## src/rtl/dual_reload_pwm.sv

```systemverilog
module dual_reload_pwm #(
  parameter int NCH = 3,
  parameter int CW  = 32,
  parameter int AW  = 4
) (
  input  logic          clk,
  input  logic          rst_n,
  input  logic          wr_en,
  input  logic          rd_en,
  input  logic [AW-1:0] addr,
  input  logic [CW-1:0] wdata,
  output logic [CW-1:0] rdata,
  output logic [NCH-1:0] pwm_out,
  output logic [NCH-1:0] irq
);
  localparam int CHW = AW - 2;
  localparam int CTW = 5;

  logic [NCH*CW-1:0]  lo_v, hi_v;
  logic [NCH*CTW-1:0] ctl_v;
  logic [NCH-1:0]     st_v, en_v, mask_v, exp_v, idle_v;

  function automatic logic [CW:0] phase_len(input logic [CTW-1:0] c, input logic [CW-1:0] v);
    logic [CW-1:0] n;
    n = c[1] ? v : '1;
    return c[4] ? {1'b0, n} : {1'b0, n} + 1'b1;
  endfunction

  for (genvar g = 0; g < NCH; g++) begin : g_ch
    logic [CW-1:0]  lo_q, hi_q, lo_d, hi_d;
    logic [CTW-1:0] ctl_q, ctl_d;
    logic           st_q, tgl_q, ph_q;
    logic [CW:0]    lo_len_q, hi_len_q, rem_q, len_lo, len_hi, nxt_len, cur_len;
    logic           hit, wr_lo, wr_hi, wr_ctl, eoi, en, expire, start_hi;

    assign hit     = addr[AW-1:2] == CHW'(g);
    assign wr_lo   = wr_en && hit && addr[1:0] == 2'd0;
    assign wr_hi   = wr_en && hit && addr[1:0] == 2'd1;
    assign wr_ctl  = wr_en && hit && addr[1:0] == 2'd2;
    assign eoi     = rd_en && hit && addr[1:0] == 2'd3;

    assign lo_d    = wr_lo  ? wdata : lo_q;
    assign hi_d    = wr_hi  ? wdata : hi_q;
    assign ctl_d   = wr_ctl ? wdata[CTW-1:0] : ctl_q;
    assign len_lo  = phase_len(ctl_d, lo_d);
    assign len_hi  = phase_len(ctl_d, hi_d);
    assign start_hi = ctl_d[3] && len_lo == '0 && len_hi != '0;

    assign en      = ctl_q[0];
    assign expire  = en && rem_q == (CW+1)'(1);
    assign nxt_len = ph_q ? lo_len_q : hi_len_q;
    assign cur_len = ph_q ? hi_len_q : lo_len_q;

    always_ff @(posedge clk or negedge rst_n) begin
      if (!rst_n) begin
        lo_q  <= '0;
        hi_q  <= '0;
        ctl_q <= '0;
        st_q  <= 1'b0;
      end else begin
        lo_q  <= lo_d;
        hi_q  <= hi_d;
        ctl_q <= ctl_d;
        st_q  <= (expire && !ctl_q[2]) || (st_q && !eoi);
      end
    end

    always_ff @(posedge clk or negedge rst_n) begin
      if (!rst_n) begin
        lo_len_q <= '0;
        hi_len_q <= '0;
        tgl_q    <= 1'b0;
        ph_q     <= 1'b0;
        rem_q    <= '0;
      end else if (!en) begin
        lo_len_q <= len_lo;
        hi_len_q <= len_hi;
        tgl_q    <= ctl_d[3];
        ph_q     <= start_hi;
        rem_q    <= start_hi ? len_hi : len_lo;
      end else if (expire) begin
        if (!tgl_q) begin
          ph_q  <= ~ph_q;
          rem_q <= lo_len_q;
        end else if (nxt_len != '0) begin
          ph_q  <= ~ph_q;
          rem_q <= nxt_len;
        end else begin
          rem_q <= cur_len;
        end
      end else if (rem_q != '0) begin
        rem_q <= rem_q - 1'b1;
      end
    end

    assign pwm_out[g] = en & ph_q;
    assign irq[g]     = st_q;

    assign lo_v[g*CW +: CW]    = lo_q;
    assign hi_v[g*CW +: CW]    = hi_q;
    assign ctl_v[g*CTW +: CTW] = ctl_q;
    assign st_v[g]   = st_q;
    assign en_v[g]   = en;
    assign mask_v[g] = ctl_q[2];
    assign exp_v[g]  = expire;
    assign idle_v[g] = lo_len_q == '0 && (!tgl_q || hi_len_q == '0);
  end

  always_comb begin
    rdata = '0;
    for (int i = 0; i < NCH; i++) begin
      if (addr[AW-1:2] == CHW'(i)) begin
        case (addr[1:0])
          2'd0:    rdata = lo_v[i*CW +: CW];
          2'd1:    rdata = hi_v[i*CW +: CW];
          2'd2:    rdata = CW'(ctl_v[i*CTW +: CTW]);
          default: rdata = CW'(st_v[i]);
        endcase
      end
    end
  end
endmodule


```

## config.mk

```make
export PLATFORM = sky130hd
export DESIGN_NAME = dual_reload_pwm
export DESIGN_NICKNAME = d
export VERILOG_FILES = /design/src/rtl/dual_reload_pwm.sv
export SDC_FILE = /design/constraint.sdc
export NUM_CORES = 2
export LEC_CHECK = 0
export BUFFER_PORTS_ARGS = -buffer_cell sky130_fd_sc_hd__buf_2
export CAP_MARGIN = 20
export CORE_MARGIN = 4
export CORE_UTILIZATION = 55
export DETAILED_ROUTE_END_ITERATION = 6
export GPL_ROUTABILITY_DRIVEN = 0
export MAX_ROUTING_LAYER = met4
export PLACE_DENSITY_LB_ADDON = 0.08
export SLEW_MARGIN = 10
export SYNTH_ARGS = -nofsm -noshare
export SYNTH_HDL_FRONTEND = slang
export SYNTH_SLANG_ARGS = --single-unit
```

## constraint.sdc

```tcl
create_clock -name clk -period 7.6 [get_ports clk]
set_input_delay 1.52 -clock clk [delete_from_list [all_inputs] [get_ports clk]]
set_output_delay 1.52 -clock clk [all_outputs]
set_load 0.005 [all_outputs]
```

# Word-level counts from Yosys, hierarchy flattened
# Index checks and enable logic that the tools add are counted.
# totals
register_bits	513
in_bits	40
# op_classes
n_addsub	9
n_eq_ne	17
n_mux	63
n_bitwise	6
n_reduce_logical	59
# op_table
op	count
$mux 33	30
$mux 32	15
$reduce_bool 33->1	9
$pmux 32 s3	3
$add 32x1->33 const B	6
$eq 33x1->1 const B	3
$logic_not 33->1	3
$sub 33x1->33 const B	3
$logic_and 1x1->1	33
$mux 5	3
$mux 1	12
$ne 3x1->1 const B	3
$ne 3x2->1 const B	3
$eq 2x2->1 const B	3
$logic_not 1->1	6
$ne 2x1->1 const B	3
$reduce_and 2->1	3
$eq 2x1->1 const B	2
$logic_not 2->1	2
$and 1x1->1	3
$logic_or 1x1->1	3
$not 1->1	3

# Logic depth before layout (Yosys ltp)
# depth
word_depth	12
mapped_depth	28

# Worst setup path after synthesis
# OpenSTA, ideal clock, no wires.
# synth_timing
path_kind	input port to flip-flop
start	input port addr[0]
end	register g_ch[0].rem_q[32]
setup_ns	0.077
t_arrival_ns	6.417
path_slack_ns	1.105
path_stages	28
cell_sequence	buf_2 nor2b_1 buf_2 and3_1 clkbuf_1 nor2_1 inv_1 clkbuf_1 clkbuf_1 clkbuf_1 buf_1 nand2_1 ha_1 and3_1 buf_1 and4_1 clkbuf_1 clkbuf_1 nand3_1 a32oi_1 nor3_1 nand4_1 nor4_2 nor2b_1 buf_2 buf_2 a21oi_1 a21oi_1
# synth_via
elab_chain_cells	11
# synth_rtl
item	line_no	source
from (decl)	10	input logic [AW-1:0] addr,
$eq 2x2->1 *	39	assign wr_ctl = wr_en && hit && addr[1:0] == 2'd2;
$logic_and 1x1->1 *	39	
$mux 5 *	44	assign ctl_d = wr_ctl ? wdata[CTW-1:0] : ctl_q;
net g_ch[0].ctl_d[1]	31	logic [CTW-1:0] ctl_q, ctl_d;
$mux 32	25	n = c[1] ? v : '1;
$add 32x1->33	26	return c[4] ? {1'b0, n} : {1'b0, n} + 1'b1;
$mux 33	26	
$logic_not 33->1	47	assign start_hi = ctl_d[3] && len_lo == '0 && len_hi != '0;
$logic_and 1x1->1 (2 in a row)	47	
$mux 33 *	80	rem_q <= start_hi ? len_hi : len_lo;
$mux 33 *	75	end else if (!en) begin
to (signal assigned)	80	
to (signal assigned)	84	rem_q <= lo_len_q;
to (signal assigned)	87	rem_q <= nxt_len;
to (decl)	33	logic [CW:0] lo_len_q, hi_len_q, rem_q, len_lo, len_hi, nxt_len, cur_len;
# Mark *: on every way through the listed nets, which the timed path passes. The rest lies on a longest branch.
# A chain may end at the register's enable or synchronous reset.

# Worst setup path in the final report
# layout_timing
start	input port addr[3]
end	register g_ch[2].rem_q[0]
# layout_via
elab_chain_cells	12
# layout_rtl
item	line_no	source
$eq 2x2->1 *	36	assign hit = addr[AW-1:2] == CHW'(g);
$logic_and 1x1->1 *	37, 38, 39	
$logic_and 1x1->1, on equally long branches	37, 39	
$mux 32 or $mux 5 (tied branches)	42, 44	
$mux 32	25	
$add 32x1->33	26	
$mux 33	26	
$logic_not 33->1	47	
$logic_and 1x1->1 (2 in a row)	47	
$mux 33 *	80	
$mux 33 *	75	
to (signal assigned)	80	
to (signal assigned)	84	
to (signal assigned)	87	
to (decl)	33	
# Every way passes the cells marked *; elsewhere a longest branch is shown, timed or not.

==> impl_metrics.yaml <==
status:
  outcome: "complete, but fails checks"
  violations: "design-rule violations"
sta:
  worstMarginPinSlew_ps: 1110
  max_slew_margin_pct: 26.0
  whs_ps: 496
  rsz0062_at_grt: "no"
  final_hold_viol_count: 0
  setup_slack_ps: 1070
  fmax_mhz: 153
  setup-violations-final: 0
  clock-skew-final_ps: 29.4
  slew_viol_final: 0
  tns_ps: 0
  layout_min_cycle_time_ps: 6530
  period_share_pct: 85.9
drt:
  drtPass1Iterations: 7
  vias_per_cell: 7.13
  first_iter_violations: 6702
  wire_per_inst_um: 29.5
  antenna_left: 0
  num_vias: 36400
  routed_wl_mm: 150
  drc: 13
worst_setup_path:
  crit_path_start_kind: "primary input"
  path_class: "primary input to flip-flop"
  crit_path_end_kind: "flip-flop"
  cp_max_fo: 27
  arrival_ps: 7100
  cp.required_ps: 8170
  r2r_cells: 8
cts:
  cts_tree: "yes"
  cts_root_buf: "clkbuf_16"
  postCtsHoldBufs: 0
  clk_latency_ps: 670
  clkSinkCount: 513
  clockBufferDepth: 3
  ctsHtreeMaxLevel: 2
  clk_pin_slew_ps: 60
  cts-buffers-inserted: 59
  cts_setup_buffers: 0
  cts-resized-gates: 0
yosys:
  ys_types: 107
  synth_fp_nets: 4298
  netlist_area_um2: 35300
  seq_area_frac_synth_pct: 36.4
  synth_seq_cells: 513
  synth_commonest_cells: "nand2_1 (620), dfrtp_1 (513), o21ai_0 (285)"
  synth_area_leaders: "dfrtp_1 (36%), mux2i_1 (7.5%), nand2_1 (6.6%)"
  synth-edff-count: 0
  synth.largest_area_cell: "dfrtp_1"
  synthArstFlopShare_pct: 100
  synth.most_common_cell: "nand2_1"
  syn_avg_cell_area_um2: 8.30
  synth_top_cell_area_share_pct: 36.4
  synth_ff_type: "dfrtp_1"
  netlist_instances: 4246
  ys.warnings.count: 0
floorplan:
  core_area_um2: 63300
  rows: 92
  die_w_um: 261
  num_io_pins: 78
  die_h_um: 261
  start_util_pct: 55.7
  die_area_um2: 68200
pwr:
  comb_power_share_pct: 39.4
  p_int_uw: 7350
  clkPwrFrac_pct: 23.6
  power_density_nw_per_um2: 339
  seqPwrFrac_pct: 37.0
  swShare_pct: 43.6
  peakVddDrop_v: 0.000250
  p_switching_uw: 5690
  leakagePower_uw: 0.0163
cells_and_area:
  fillCellCount: 5734
  layout-drive-gt1-share_pct: 11.1
  multi_input_comb_area_um2: 20700
  fin_nets: 4241
  regArea_um2: 12800
  syn_to_final_growth_pct: 9.19
  fin_util_pct: 60.8
  fin_area_um2: 38500
placed_design:
  dp.final_hpwl_mm: 112
  portBuffers: 77
  preCtsSetupSlack_ps: 743
  place_area_um2: 36400
grt:
  grt_pass1_wl_mm: 219
  grt_max_degree: 159
  grt_pass1_vias: 33500
  grt-ovfl-total: 0
  antenna_found_initial: 11
  track_usage_pct: 43.9
worst_hold_path:
  min_path_cells: 2
  hold_class: "flip-flop to flip-flop"
job:
  timing.max_cap.violations: 0
[layout make-up]
type                       count  area share, %
antenna                       13         0.0845
clock buffer                  83           4.41
clock inverter                27          0.956
inverter                     144           1.40
multi-input combinational   3291           53.9
sequential                   513           33.4
tap                          846           2.75
timing repair buffer         180           3.16
[flip-flops by register name, summed over array words and instances, names as in the netlist]
name	count
g_ch.lo_len_q	99
g_ch.rem_q	99
g_ch.ctl_q	15
g_ch.tgl_q	3
g_ch.lo_q	96
g_ch.st_q	3
g_ch.ph_q	3
g_ch.hi_q	96
g_ch.hi_len_q	99
[cells by family (layout without fill, tap and decap cells)]
logic type / count (synthesis) / count (layout) / synth area share, %
flip-flops: 513 / 513 / 36.4
AO/OA/AOI/OAI: 1072 / 1072 / 20.0
multiplexers: 359 / 359 / 10.5
buffers and inverters: 442 / 434 / 4.97
XOR/XNOR: 159 / 159 / 3.95
adder cells (fa/ha/maj): 12 / 12 / 0.426
other: 0 / 13 / 0
AND/OR/NAND/NOR: 1689 / 1689 / 23.7
[power groups by stage]
stage | sequential [uW] | combinational [uW] | clock (uW)
5_1_grt | 4900 | 5490 | 3190
3_5_place_dp | 4770 | 4910 | 0
6_report | 4820 | 5140 | 3080
3_3_place_gp | 4770 | 4880 | 0
2_1_floorplan | 4310 | 3460 | 0
4_1_cts | 4740 | 4940 | 3090
[layer usage]
metal	vias up	wire, um	track usage, %
li1	15500	-	-
met4	0	8660	18.8
met3	609	23800	18.2
met5	-	0	-
met1	17400	58200	58.4
met2	2891	59600	58.6
[stage by stage]
stage                     power (uW)  cells
after floorplan                 7770   4246
after CTS                      12800   5083
final                          13000   5097
after global routing           13600   5093
after global placement          9650   4973
after detailed placement        9690   4973
[worst max-delay path: stages]
cell	delay, ps
buf_4	340
nand3b_4	360
or3_1	620
and4_1	310
inv_1	90
ha_1	210
nand3_1	190
a2111oi_4	810
and2_1	240
a32o_1	260
nor4bb_1	480
buf_4	210
nand4b_1	130
nor4b_2	490
nand3_1	330
o31ai_1	280
a21boi_1	190
[cell usage in the layout, fill, tap and decap left out, drive strengths merged, types with 43 or more instances in the layout]
cell    synthesis  layout
dfrtp         513     513
mux2i         263     263
nor3          124     124
a21o           43      43
nand2         620     620
o21ai         298     298
nand3         144     144
a21oi         205     205
inv           140     140
a31oi          57      57
xor2           59      59
xnor2         100     100
mux2           96      96
nor4          110     110
nor2          275     275
nand4          91      91
o211ai         46      46
and2           46      46
clkbuf        214      83
buf            84     180
o22ai          79      79
and3           54      54
[path summary, 6_finish.rpt]
check                                      from                   end  slack (ps)
min reg2reg                g_ch[2].hi_len_q[29]  g_ch[2].hi_len_q[29]         500
max reg2reg                   g_ch[0].rem_q[17]          g_ch[0].st_q        2540
min                        g_ch[2].hi_len_q[29]  g_ch[2].hi_len_q[29]         500
max in group asynchronous                 rst_n      g_ch[2].ctl_q[0]        5030
min in group asynchronous                 rst_n     g_ch[0].rem_q[14]         890
max                                     addr[3]      g_ch[2].rem_q[0]        1070
(Power assumes the default switching activity.)
